File: config.mk
export PLATFORM = sky130hd
export DESIGN_NAME = pixcache_l1
export DESIGN_NICKNAME = d
export VERILOG_FILES = /design/src/rtl/pixcache_pkg.sv /design/src/rtl/pixcache_tags.sv /design/src/rtl/pixcache_data.sv /design/src/rtl/pixcache_ctrl.sv /design/src/rtl/pixcache_l1.sv
export SDC_FILE = /design/constraint.sdc
export NUM_CORES = 2
export LEC_CHECK = 0
export CORE_UTILIZATION = 30
export CTS_BUF_LIST = sky130_fd_sc_hd__clkbuf_16
export DETAILED_ROUTE_END_ITERATION = 8
export GPL_TIMING_DRIVEN = 0
export SETUP_SLACK_MARGIN = 0.15
export SYNTH_ARGS = -nofsm -noshare
export SYNTH_HDL_FRONTEND = slang
export SYNTH_HIERARCHICAL = 1
export SYNTH_MEMORY_MAX_BITS = 65536
export SYNTH_SLANG_ARGS = --single-unit
export TNS_END_PERCENT = 10
File: constraint.sdc
create_clock -name clk -period 6.2 [get_ports clk]
set_input_delay 1.24 -clock clk [delete_from_list [all_inputs] [get_ports clk]]
set_output_delay 1.24 -clock clk [all_outputs]
set_load 0.01 [all_outputs]
File: src/rtl/pixcache_pkg.sv
package pixcache_pkg;
  // Controller sequencing states.
  typedef enum logic [1:0] {
    ST_IDLE  = 2'd0,
    ST_WRITE = 2'd1,
    ST_FILL  = 2'd2
  } ctl_state_e;
endpackage

File: src/rtl/pixcache_tags.sv
module pixcache_tags #(
  parameter int LINES = 64,
  parameter int IDX_W = 6,
  parameter int TAG_W = 3
) (
  input  logic             clk,
  input  logic             rst_n,
  input  logic [IDX_W-1:0] lk_idx,
  input  logic [TAG_W-1:0] lk_tag,
  output logic             lk_hit,
  input  logic             sn_valid,
  input  logic [IDX_W-1:0] sn_idx,
  input  logic [TAG_W-1:0] sn_tag,
  input  logic             clr_en,
  input  logic [IDX_W-1:0] clr_idx,
  input  logic             set_en,
  input  logic [IDX_W-1:0] set_idx,
  input  logic [TAG_W-1:0] set_tag
);
  logic [LINES-1:0] valid_q;
  logic [TAG_W-1:0] tag_q [LINES];
  logic [LINES-1:0] sn_kill;
  logic             sn_hit;

  // Per-line snoop match: another core wrote inside this line.
  for (genvar g = 0; g < LINES; g++) begin : g_snoop
    assign sn_kill[g] = sn_valid && (sn_idx == IDX_W'(g)) && (tag_q[g] == sn_tag);
  end

  assign lk_hit = valid_q[lk_idx] && (tag_q[lk_idx] == lk_tag);
  assign sn_hit = valid_q[sn_idx] && (tag_q[sn_idx] == sn_tag);

  always_ff @(posedge clk) begin
    if (!rst_n) begin
      valid_q <= '0;
    end else begin
      for (int i = 0; i < LINES; i++) begin
        if (set_en && set_idx == IDX_W'(i)) begin
          valid_q[i] <= 1'b1;
          tag_q[i]   <= set_tag;
        end
        if ((clr_en && clr_idx == IDX_W'(i)) || sn_kill[i]) valid_q[i] <= 1'b0;
      end
    end
  end

  // a snoop that hits a valid line leaves it invalid.
  a_r8_snoop_clears: assert property (@(posedge clk) disable iff (!rst_n)
    sn_valid && sn_hit |=> !valid_q[$past(sn_idx)]);
endmodule

File: src/rtl/pixcache_data.sv
module pixcache_data #(
  parameter int DATA_W = 8,
  parameter int IDX_W  = 6,
  parameter int OFF_W  = 3
) (
  input  logic              clk,
  input  logic              we,
  input  logic [IDX_W-1:0]  widx,
  input  logic [OFF_W-1:0]  woff,
  input  logic [DATA_W-1:0] wdata,
  input  logic [IDX_W-1:0]  ridx,
  input  logic [OFF_W-1:0]  roff,
  output logic [DATA_W-1:0] rdata
);
  localparam int DEPTH = 1 << (IDX_W + OFF_W);
  logic [DATA_W-1:0] bytes_q [DEPTH];

  assign rdata = bytes_q[{ridx, roff}];

  always_ff @(posedge clk) begin
    if (we) bytes_q[{widx, woff}] <= wdata;
  end
endmodule

File: src/rtl/pixcache_ctrl.sv
module pixcache_ctrl
  import pixcache_pkg::*;
#(
  parameter int ADDR_W = 12,
  parameter int DATA_W = 8,
  parameter int OFF_W  = 3,
  parameter int IDX_W  = 6
) (
  input  logic              clk,
  input  logic              rst_n,
  input  logic              core_req_valid,
  output logic              core_req_ready,
  input  logic              core_req_we,
  input  logic [ADDR_W-1:0] core_req_addr,
  input  logic [DATA_W-1:0] core_req_wdata,
  output logic              core_rsp_valid,
  output logic [DATA_W-1:0] core_rsp_rdata,
  output logic              mem_req_valid,
  input  logic              mem_req_ready,
  output logic              mem_req_we,
  output logic [ADDR_W-1:0] mem_req_addr,
  output logic [DATA_W-1:0] mem_req_wdata,
  input  logic              mem_rsp_valid,
  input  logic [DATA_W-1:0] mem_rsp_rdata,
  input  logic              snoop_valid,
  input  logic [ADDR_W-1:0] snoop_addr,
  input  logic              lk_hit,
  output logic              clr_en,
  output logic [IDX_W-1:0]  clr_idx,
  output logic              set_en,
  output logic [IDX_W-1:0]  set_idx,
  output logic [ADDR_W-OFF_W-IDX_W-1:0] set_tag,
  output logic              d_we,
  output logic [IDX_W-1:0]  d_widx,
  output logic [OFF_W-1:0]  d_woff,
  output logic [DATA_W-1:0] d_wdata,
  input  logic [DATA_W-1:0] d_rdata
);
  localparam int TAG_W = ADDR_W - OFF_W - IDX_W;
  localparam logic [OFF_W-1:0] LAST_OFF = '1;

  ctl_state_e        state_q;
  logic [ADDR_W-1:0] pend_addr_q;
  logic [DATA_W-1:0] pend_wdata_q;
  logic [OFF_W-1:0]  req_cnt_q, rsp_cnt_q;
  logic              req_done_q, poison_q;
  logic [DATA_W-1:0] cap_q;
  logic              rsp_valid_q;
  logic [DATA_W-1:0] rsp_data_q;

  logic              accept, fill_last, snoop_on_fill;
  logic [OFF_W-1:0]  core_off, pend_off;
  logic [IDX_W-1:0]  core_idx, pend_idx, snp_idx;
  logic [TAG_W-1:0]  pend_tag, snp_tag;

  assign core_off = core_req_addr[OFF_W-1:0];
  assign core_idx = core_req_addr[OFF_W +: IDX_W];
  assign pend_off = pend_addr_q[OFF_W-1:0];
  assign pend_idx = pend_addr_q[OFF_W +: IDX_W];
  assign pend_tag = pend_addr_q[ADDR_W-1 -: TAG_W];
  assign snp_idx  = snoop_addr[OFF_W +: IDX_W];
  assign snp_tag  = snoop_addr[ADDR_W-1 -: TAG_W];

  always_comb begin
    core_req_ready = (state_q == ST_IDLE);
    accept         = core_req_valid && core_req_ready;
    clr_en         = accept && !core_req_we && !lk_hit;
    clr_idx        = core_idx;
    mem_req_valid  = 1'b0;
    mem_req_we     = 1'b0;
    mem_req_addr   = pend_addr_q;
    mem_req_wdata  = pend_wdata_q;
    d_we           = 1'b0;
    d_widx         = core_idx;
    d_woff         = core_off;
    d_wdata        = core_req_wdata;
    case (state_q)
      ST_IDLE: d_we = accept && core_req_we && lk_hit;
      ST_WRITE: begin
        mem_req_valid = 1'b1;
        mem_req_we    = 1'b1;
      end
      ST_FILL: begin
        mem_req_valid = !req_done_q;
        mem_req_addr  = {pend_tag, pend_idx, req_cnt_q};
        d_we          = mem_rsp_valid;
        d_widx        = pend_idx;
        d_woff        = rsp_cnt_q;
        d_wdata       = mem_rsp_rdata;
      end
      default: ;
    endcase
    fill_last     = (state_q == ST_FILL) && mem_rsp_valid && (rsp_cnt_q == LAST_OFF);
    snoop_on_fill = (state_q == ST_FILL) && snoop_valid &&
                    (snp_idx == pend_idx) && (snp_tag == pend_tag);
    set_en        = fill_last && !poison_q && !snoop_on_fill;
    set_idx       = pend_idx;
    set_tag       = pend_tag;
  end

  always_ff @(posedge clk) begin
    if (!rst_n) begin
      state_q      <= ST_IDLE;
      pend_addr_q  <= '0;
      pend_wdata_q <= '0;
      req_cnt_q    <= '0;
      rsp_cnt_q    <= '0;
      req_done_q   <= 1'b0;
      poison_q     <= 1'b0;
      cap_q        <= '0;
      rsp_valid_q  <= 1'b0;
      rsp_data_q   <= '0;
    end else begin
      rsp_valid_q <= 1'b0;
      case (state_q)
        ST_IDLE: begin
          if (accept) begin
            pend_addr_q  <= core_req_addr;
            pend_wdata_q <= core_req_wdata;
            if (core_req_we) begin
              state_q <= ST_WRITE;
            end else if (lk_hit) begin
              rsp_valid_q <= 1'b1;
              rsp_data_q  <= d_rdata;
            end else begin
              state_q    <= ST_FILL;
              req_cnt_q  <= '0;
              rsp_cnt_q  <= '0;
              req_done_q <= 1'b0;
              poison_q   <= 1'b0;
            end
          end
        end
        ST_WRITE: begin
          if (mem_req_ready) state_q <= ST_IDLE;
        end
        ST_FILL: begin
          if (mem_req_valid && mem_req_ready) begin
            if (req_cnt_q == LAST_OFF) req_done_q <= 1'b1;
            else                       req_cnt_q  <= req_cnt_q + 1'b1;
          end
          if (snoop_on_fill) poison_q <= 1'b1;
          if (mem_rsp_valid) begin
            rsp_cnt_q <= rsp_cnt_q + 1'b1;
            if (rsp_cnt_q == pend_off) cap_q <= mem_rsp_rdata;
            if (rsp_cnt_q == LAST_OFF) begin
              state_q     <= ST_IDLE;
              rsp_valid_q <= 1'b1;
              rsp_data_q  <= (pend_off == LAST_OFF) ? mem_rsp_rdata : cap_q;
            end
          end
        end
        default: state_q <= ST_IDLE;
      endcase
    end
  end

  assign core_rsp_valid = rsp_valid_q;
  assign core_rsp_rdata = rsp_data_q;

  // an ungranted memory request is held unchanged.
  a_r10_req_hold: assert property (@(posedge clk) disable iff (!rst_n)
    mem_req_valid && !mem_req_ready |=> mem_req_valid && $stable(mem_req_addr)
      && $stable(mem_req_we) && $stable(mem_req_wdata));

  // an accepted write shows up as a memory write of the same address.
  a_r6_wr_forward: assert property (@(posedge clk) disable iff (!rst_n)
    accept && core_req_we |=> mem_req_valid && mem_req_we
      && (mem_req_addr == $past(core_req_addr)));

  // a read that hits answers in the next cycle.
  a_r3_hit_next: assert property (@(posedge clk) disable iff (!rst_n)
    accept && !core_req_we && lk_hit |=> core_rsp_valid);

  // fill data arrives only while a fill is in progress.
  a_r4_rsp_in_fill: assert property (@(posedge clk) disable iff (!rst_n)
    mem_rsp_valid |-> state_q == ST_FILL);
endmodule

File: src/rtl/pixcache_l1.sv
module pixcache_l1 #(
  parameter int ADDR_W     = 12,
  parameter int DATA_W     = 8,
  parameter int LINES      = 64,
  parameter int LINE_BYTES = 8
) (
  input  logic              clk,
  input  logic              rst_n,
  input  logic              core_req_valid,
  output logic              core_req_ready,
  input  logic              core_req_we,
  input  logic [ADDR_W-1:0] core_req_addr,
  input  logic [DATA_W-1:0] core_req_wdata,
  output logic              core_rsp_valid,
  output logic [DATA_W-1:0] core_rsp_rdata,
  output logic              mem_req_valid,
  input  logic              mem_req_ready,
  output logic              mem_req_we,
  output logic [ADDR_W-1:0] mem_req_addr,
  output logic [DATA_W-1:0] mem_req_wdata,
  input  logic              mem_rsp_valid,
  input  logic [DATA_W-1:0] mem_rsp_rdata,
  input  logic              snoop_valid,
  input  logic [ADDR_W-1:0] snoop_addr
);
  localparam int OFF_W = $clog2(LINE_BYTES);
  localparam int IDX_W = $clog2(LINES);
  localparam int TAG_W = ADDR_W - OFF_W - IDX_W;

  logic              lk_hit, clr_en, set_en, d_we;
  logic [IDX_W-1:0]  clr_idx, set_idx, d_widx;
  logic [TAG_W-1:0]  set_tag;
  logic [OFF_W-1:0]  d_woff;
  logic [DATA_W-1:0] d_wdata, d_rdata;

  pixcache_ctrl #(.ADDR_W(ADDR_W), .DATA_W(DATA_W), .OFF_W(OFF_W), .IDX_W(IDX_W)) u_ctrl (
    .clk, .rst_n,
    .core_req_valid, .core_req_ready, .core_req_we, .core_req_addr, .core_req_wdata,
    .core_rsp_valid, .core_rsp_rdata,
    .mem_req_valid, .mem_req_ready, .mem_req_we, .mem_req_addr, .mem_req_wdata,
    .mem_rsp_valid, .mem_rsp_rdata,
    .snoop_valid, .snoop_addr,
    .lk_hit, .clr_en, .clr_idx, .set_en, .set_idx, .set_tag,
    .d_we, .d_widx, .d_woff, .d_wdata, .d_rdata
  );

  pixcache_tags #(.LINES(LINES), .IDX_W(IDX_W), .TAG_W(TAG_W)) u_tags (
    .clk, .rst_n,
    .lk_idx  (core_req_addr[OFF_W +: IDX_W]),
    .lk_tag  (core_req_addr[ADDR_W-1 -: TAG_W]),
    .lk_hit,
    .sn_valid(snoop_valid),
    .sn_idx  (snoop_addr[OFF_W +: IDX_W]),
    .sn_tag  (snoop_addr[ADDR_W-1 -: TAG_W]),
    .clr_en, .clr_idx, .set_en, .set_idx, .set_tag
  );

  pixcache_data #(.DATA_W(DATA_W), .IDX_W(IDX_W), .OFF_W(OFF_W)) u_data (
    .clk,
    .we   (d_we),
    .widx (d_widx),
    .woff (d_woff),
    .wdata(d_wdata),
    .ridx (core_req_addr[OFF_W +: IDX_W]),
    .roff (core_req_addr[OFF_W-1:0]),
    .rdata(d_rdata)
  );
endmodule

Word-level counts from Yosys, hierarchy flattened
Memory sizes are Yosys's and may differ from the RTL's.
Index checks and enable logic that the tools add are counted.
Storage, ports and cells
  register bits after elaboration: 111
  RAM bits: 4288
  bits of input ports: 47
  output and inout bits: 32
  word-level logic and storage cells: 1261
  memories kept: 2
Operators by class
  $add $sub $neg: 2
  magnitude comparators: 1
  eq/ne operators: 274
  mux-type cells: 428
  bitwise logic cells: 1
  reductions and logical operators: 479
Memory list
  u_data.bytes_q: depth 512, width 8, rd ports 1, clocked after memory_dff 0, wr ports 1, line pixcache_data.sv:16  | logic [DATA_W-1:0] bytes_q [DEPTH];
  u_tags.tag_q: depth 64, width 3, rd ports 65, clocked after memory_dff 0, wr ports 1, line pixcache_tags.sv:21  | logic [TAG_W-1:0] tag_q [LINES];
Operators by type and width (count)
  $eq 6x6->1 const B: 96
  $mux 6: 64
  $eq 6x5->1 const B: 48
  $logic_and 1x1->1: 270
  $mux 1: 270
  $mux 3: 71
  $eq 3x3->1: 67
  $reduce_or 3->1: 63
  $eq 6x4->1 const B: 24
  $reduce_or 2->1: 64
  $eq 6x3->1 const B: 12
  $logic_or 1x1->1: 64
  $mux 8: 7
  $eq 6x2->1 const B: 6
  $eq 6x1->1 const B: 3
  $logic_not 6->1: 3
  $reduce_and 6->1: 3
  $ne 2x2->1 const B: 8
  $pmux 8 s2: 1
  $reduce_and 5->1: 3
  $mux 2: 6
  $pmux 3 s2: 2
  $pmux 1 s2: 5
  $eq 3x3->1 const B: 3
  other kinds (15): 22

Logic depth before layout (Yosys ltp)
  depth in word-level cells: 74
  mapped depth: 17
  gate-level depth less buffers: 12

Modules after synthesis
Netlist, hierarchy kept.
By module, submodules not included
  pixcache_data: instances 1, cells each 8022, area an instance 159767.0 sq um, sequential area each 122998.0 sq um
  pixcache_tags: instances 1, cells each 1096, area an instance 13424.1 sq um, sequential area each 7046.8 sq um
  pixcache_ctrl: instances 1, cells each 312, area an instance 2760.1 sq um, sequential area each 940.9 sq um

Least setup slack after synthesis
No wires, ideal clock.
  path type: input to register
  start: input mem_rsp_rdata[0]
  end: memory u_data.bytes_q[0][0], data pin
  library setup time: 0.912 ns
  arrival: 4.786 ns
  required time: 5.288 ns
  setup slack: 0.502 ns
  cell stages on the path: 1
  path buffers: 0
  path through: mux2_2
On the way
  cells in the longest elaborated chain, start to end: 1
Ends and longest elaborated chain
  start: declaration: line pixcache_l1.sv:22  | input logic [DATA_W-1:0] mem_rsp_rdata,
  $mux 8: line pixcache_ctrl.sv:77  | case (state_q)
  end: declaration: line pixcache_data.sv:16
No other way between the ends.

Final worst setup path
  start: input core_req_addr[4]
  end: register u_ctrl.rsp_data_q[1], in the netlist u_ctrl/core_rsp_rdata[1]
On the way
  cells in the longest elaborated chain, start to end: 5
Ends and longest elaborated chain
  start: declaration: line pixcache_l1.sv:12  | input logic [ADDR_W-1:0] core_req_addr,
  $mem_v2 512x8
  net d_rdata[1]: line pixcache_l1.sv:34  | logic [DATA_W-1:0] d_wdata, d_rdata;
  $mux 8: line pixcache_ctrl.sv:122  | end else if (lk_hit) begin
  $mux 8: line pixcache_ctrl.sv:120  | if (core_req_we) begin
  $mux 8: line pixcache_ctrl.sv:117  | if (accept) begin
  $pmux 8 s2: line pixcache_ctrl.sv:115  | case (state_q)
  end signal: assignment: line pixcache_ctrl.sv:124  | rsp_data_q <= d_rdata;
  end signal: assignment: line pixcache_ctrl.sv:149  | rsp_data_q <= (pend_off == LAST_OFF) ? mem_rsp_rdata : cap_q;
  end: declaration: line pixcache_ctrl.sv:49  | logic [DATA_W-1:0] rsp_data_q;
The timed path passes the listed nets, and every way through them passes these cells. The select of a mux whose other input is x is not followed.
A chain may end at the register's enable or synchronous reset.

==> out/qor.txt <==
Status = finished, violations left
Failing checks = capacitance limit, slew limit, setup timing
Detail Placement HPWL = 475000 um
Area occupied by multi-input gates = 43300 um^2
Hold WC Path Type = register to register
ANT nets after route = 0
Post-Syn Area per Cell = 18.7 um^2
Worst-Margin Slew = 1.70 ns
Post-CTS setup buffers = 0
CORE AREA = 583000 um^2
H-tree Lvls = 5
Total of max-cap violations = 17
Setup Viol. Count Final = 636
Routed wire per std cell = 37.3 um
DIE HEIGHT = 768 um
Setup crit end kind = register
PwrDens = 334 nW/um^2
Num CTS Buffers = 440
Starting DRT DRC Count = 18300
CTS max path bufs = 4
Util after Layout = 0.350
Clock Latency Late Sink = 1.05 ns
Clk pin slew, worst setup/hold paths = 0.05 ns
Die footprint = 590000 um^2
Remaining DRCs = 0
CP startpoint kind = input pin
Fin nets = 10100
Num ports = 79
Synth-to-layout area growth = 16.1%
Post-Syn Area = 176000 um^2
Slew Viols, Final = 146
Most frequent cells in the layout = 4288 x edfxtp_1, 818 x mux2i_1, 705 x mux4_2
F_max = 149 MHz
RePlAce Congestion = 1.02
Vias in the first global route = 96500
Layout Cells excl Fill = 18200
Arrival time worst endpoint = 7.64 ns
Max FO, Critical Path = 12
Comb pwr share = 0.115
Site Rows = 280
RSZ-0062 raised after global routing = true
Worst slack, placed = -3.77 ns
Post-synthesis net count = 9484
Int Power = 0.0504 W
Inst Count DP = 17300
Initial core utilization = 0.302
Drt pass-1 iters = 6
Setup TNS = -34.66 ns
First-pass GRT wire length = 882000 um
Clk pwr share = 0.375
Sequential cell area = 131000 um^2
Gr usage total = 0.220
Synth warn = 6
Congestion Overflow GR = 0
Post-synth EDFFs = 4288
Flop pwr share = 0.510
CTS tree = built
WS Path Type = input pin to register
Clk_skew = 0.0751 ns
Synth Flop Type = edfxtp_1
Number of synthesized register bits = 4399
Largest net degree at the start of global routing = 142
Ratio of cells with drive above 1 in the final layout = 0.215
CTS Sinks = 4399
Vias per cell = 5.80
Normalized max-slew margin = -0.144
Synth cell types = 73
Most common cell after layout, fill and taps aside = edfxtp_1
CP dominant cell by count = buf_2
Worst EP required = 7.13 ns
Post-Syn Instances = 9430
P_leak = 63.7 nW
Delay of the slowest critical-path stage = 1.31 ns
Slowest cell on the critical path = o21ai_0
Via count = 105000
Worst setup margin = -0.507 ns
Maximum vdd drop = 0.252 mV
Final hold violation count = 0
# fillers = 54500
WL final = 679000 um
Die Width = 768 um
CTS Root Cell = clkbuf_16
Initial antenna violation count = 58
Worst-path cell chain = clkdlybuf4s15_2, buf_2, inv_2, buf_2, clkdlybuf4s15_1, o221ai_1, o22ai_1, o21ai_0, nand4_1, nand2_1, o2111a_1, nor2_1, a21oi_1, a22o_1
Switching Fraction = 0.261
Crit path time final = 6.71 ns
Final hold slack = 0.466 ns
Async set-reset flop share out of synthesis = 0
NetSw = 0.0178 W
Fin crit share = 1.08
Seq/Total Area, Yosys = 0.744
IO Port Bufs = 75
==> cell usage after synthesis (16+ instances only) <==
cell | count | share of area
mux2_2 | 22 | 0.0014
mux2i_1 | 818 | 0.047
a41oi_1 | 16 | 0.00080
nor3_1 | 114 | 0.0032
nand3_1 | 71 | 0.0020
edfxtp_1 | 4288 | 0.73
nor4_1 | 86 | 0.0031
a22oi_1 | 73 | 0.0031
nand2_1 | 194 | 0.0041
dfxtp_1 | 111 | 0.013
buf_1 | 54 | 0.0012
xor2_1 | 131 | 0.0065
and2_1 | 28 | 0.0010
mux4_2 | 705 | 0.090
buf_4 | 98 | 0.0042
a21boi_0 | 22 | 0.00094
o221ai_1 | 436 | 0.022
nand4_1 | 39 | 0.0014
nor2_1 | 765 | 0.016
clkbuf_1 | 314 | 0.0067
o22ai_1 | 173 | 0.0062
a21oi_1 | 253 | 0.0072
buf_2 | 74 | 0.0021
a211oi_1 | 28 | 0.0012
o21ai_0 | 125 | 0.0036
xnor2_1 | 75 | 0.0037
buf_6 | 66 | 0.0042
nor2b_1 | 43 | 0.0015
==> metal layers <==
| layer | track usage | wire, um | up-vias |
|---|---|---|---|
| li1 | - | - | 40000 |
| met1 | 0.292 | 250000 | 55500 |
| met2 | 0.317 | 286000 | 8315 |
| met3 | 0.0722 | 95800 | 1613 |
| met4 | 0.127 | 46500 | 24 |
| met5 | 0 | 174 | - |
==> worst max-delay path: cells and delay by family <==
kind	cells	cell delay, ns
AO/OA/AOI/OAI	6	2.84
AND/OR/NAND/NOR	3	0.87
buffers and inverters	5	2.61
==> metrics by stage <==
step / total power, W / instance area [um^2]
5_1_grt: 0.0694 / 204000
6_report: 0.0682 / 204000
3_3_place_gp: 0.0435 / 186000
4_1_cts: 0.0680 / 204000
2_1_floorplan: 0.0391 / 176000
3_5_place_dp: 0.0428 / 189000
==> kinds of logic after synthesis <==
family | count (synthesis) | share of synthesized area
AO/OA/AOI/OAI | 1213 | 0.0492
XOR/XNOR | 206 | 0.0103
adder cells (fa/ha/maj) | 7 | 0.000498
buffers and inverters | 638 | 0.0203
flip-flops | 4399 | 0.744
multiplexers | 1552 | 0.139
AND/OR/NAND/NOR | 1415 | 0.0361
==> power by group through the flow <==
stage	clock network (W)	registers [W]	logic, W
after global routing	0.0268	0.0348	0.00783
after CTS	0.0257	0.0347	0.00749
after detailed placement	0	0.0354	0.00742
after floorplan	0	0.0359	0.00321
final	0.0256	0.0348	0.00785
after global placement	0	0.0368	0.00676
==> state kept, by name (all words and copies together), names as in the netlist, 2 cells and up <==
signal                 flops
u_ctrl/req_cnt_q           3
u_ctrl/state_q             2
u_ctrl/rsp_cnt_q           3
u_tags/valid_q            64
u_ctrl/core_rsp_rdata      8
u_ctrl/mem_req_wdata       8
u_ctrl/cap_q               8
u_tags/tag_q             192
u_data/bytes_q          4096
u_ctrl/pend_addr_q        12
==> worst paths after layout <==
kind / startpoint / end / slack (ns) / depth (start not counted)
min reg2reg: u_ctrl/mem_req_wdata[1] / u_ctrl/mem_req_wdata[1] / 0.47 / 2
max: core_req_addr[4] / u_ctrl/core_rsp_rdata[1] / -0.51 / 14
max reg2reg: u_ctrl/state_q[0] / u_data/bytes_q[62][1] / 0.47 / 10
min: u_ctrl/mem_req_wdata[1] / u_ctrl/mem_req_wdata[1] / 0.47 / 2
==> cell type report <==
type                            count  area share
Inverter                           15    0.000294
Multi-Input combinational cell   4393       0.212
Antenna cell                       35    0.000429
Buffer                            623      0.0186
Sequential cell                  4399       0.641
Tap cell                         7755      0.0475
Clock inverter                    370      0.0127
Clock buffer                      442      0.0541
Timing Repair Buffer              158      0.0134
==> repair_timing <==
action	CTS	global route
endpoints found under the hold margin	0	0
hold buffers	0	0
endpoints found under the setup margin	4175	3363
gates resized for setup	476	150
(Power assumes the default switching activity.)
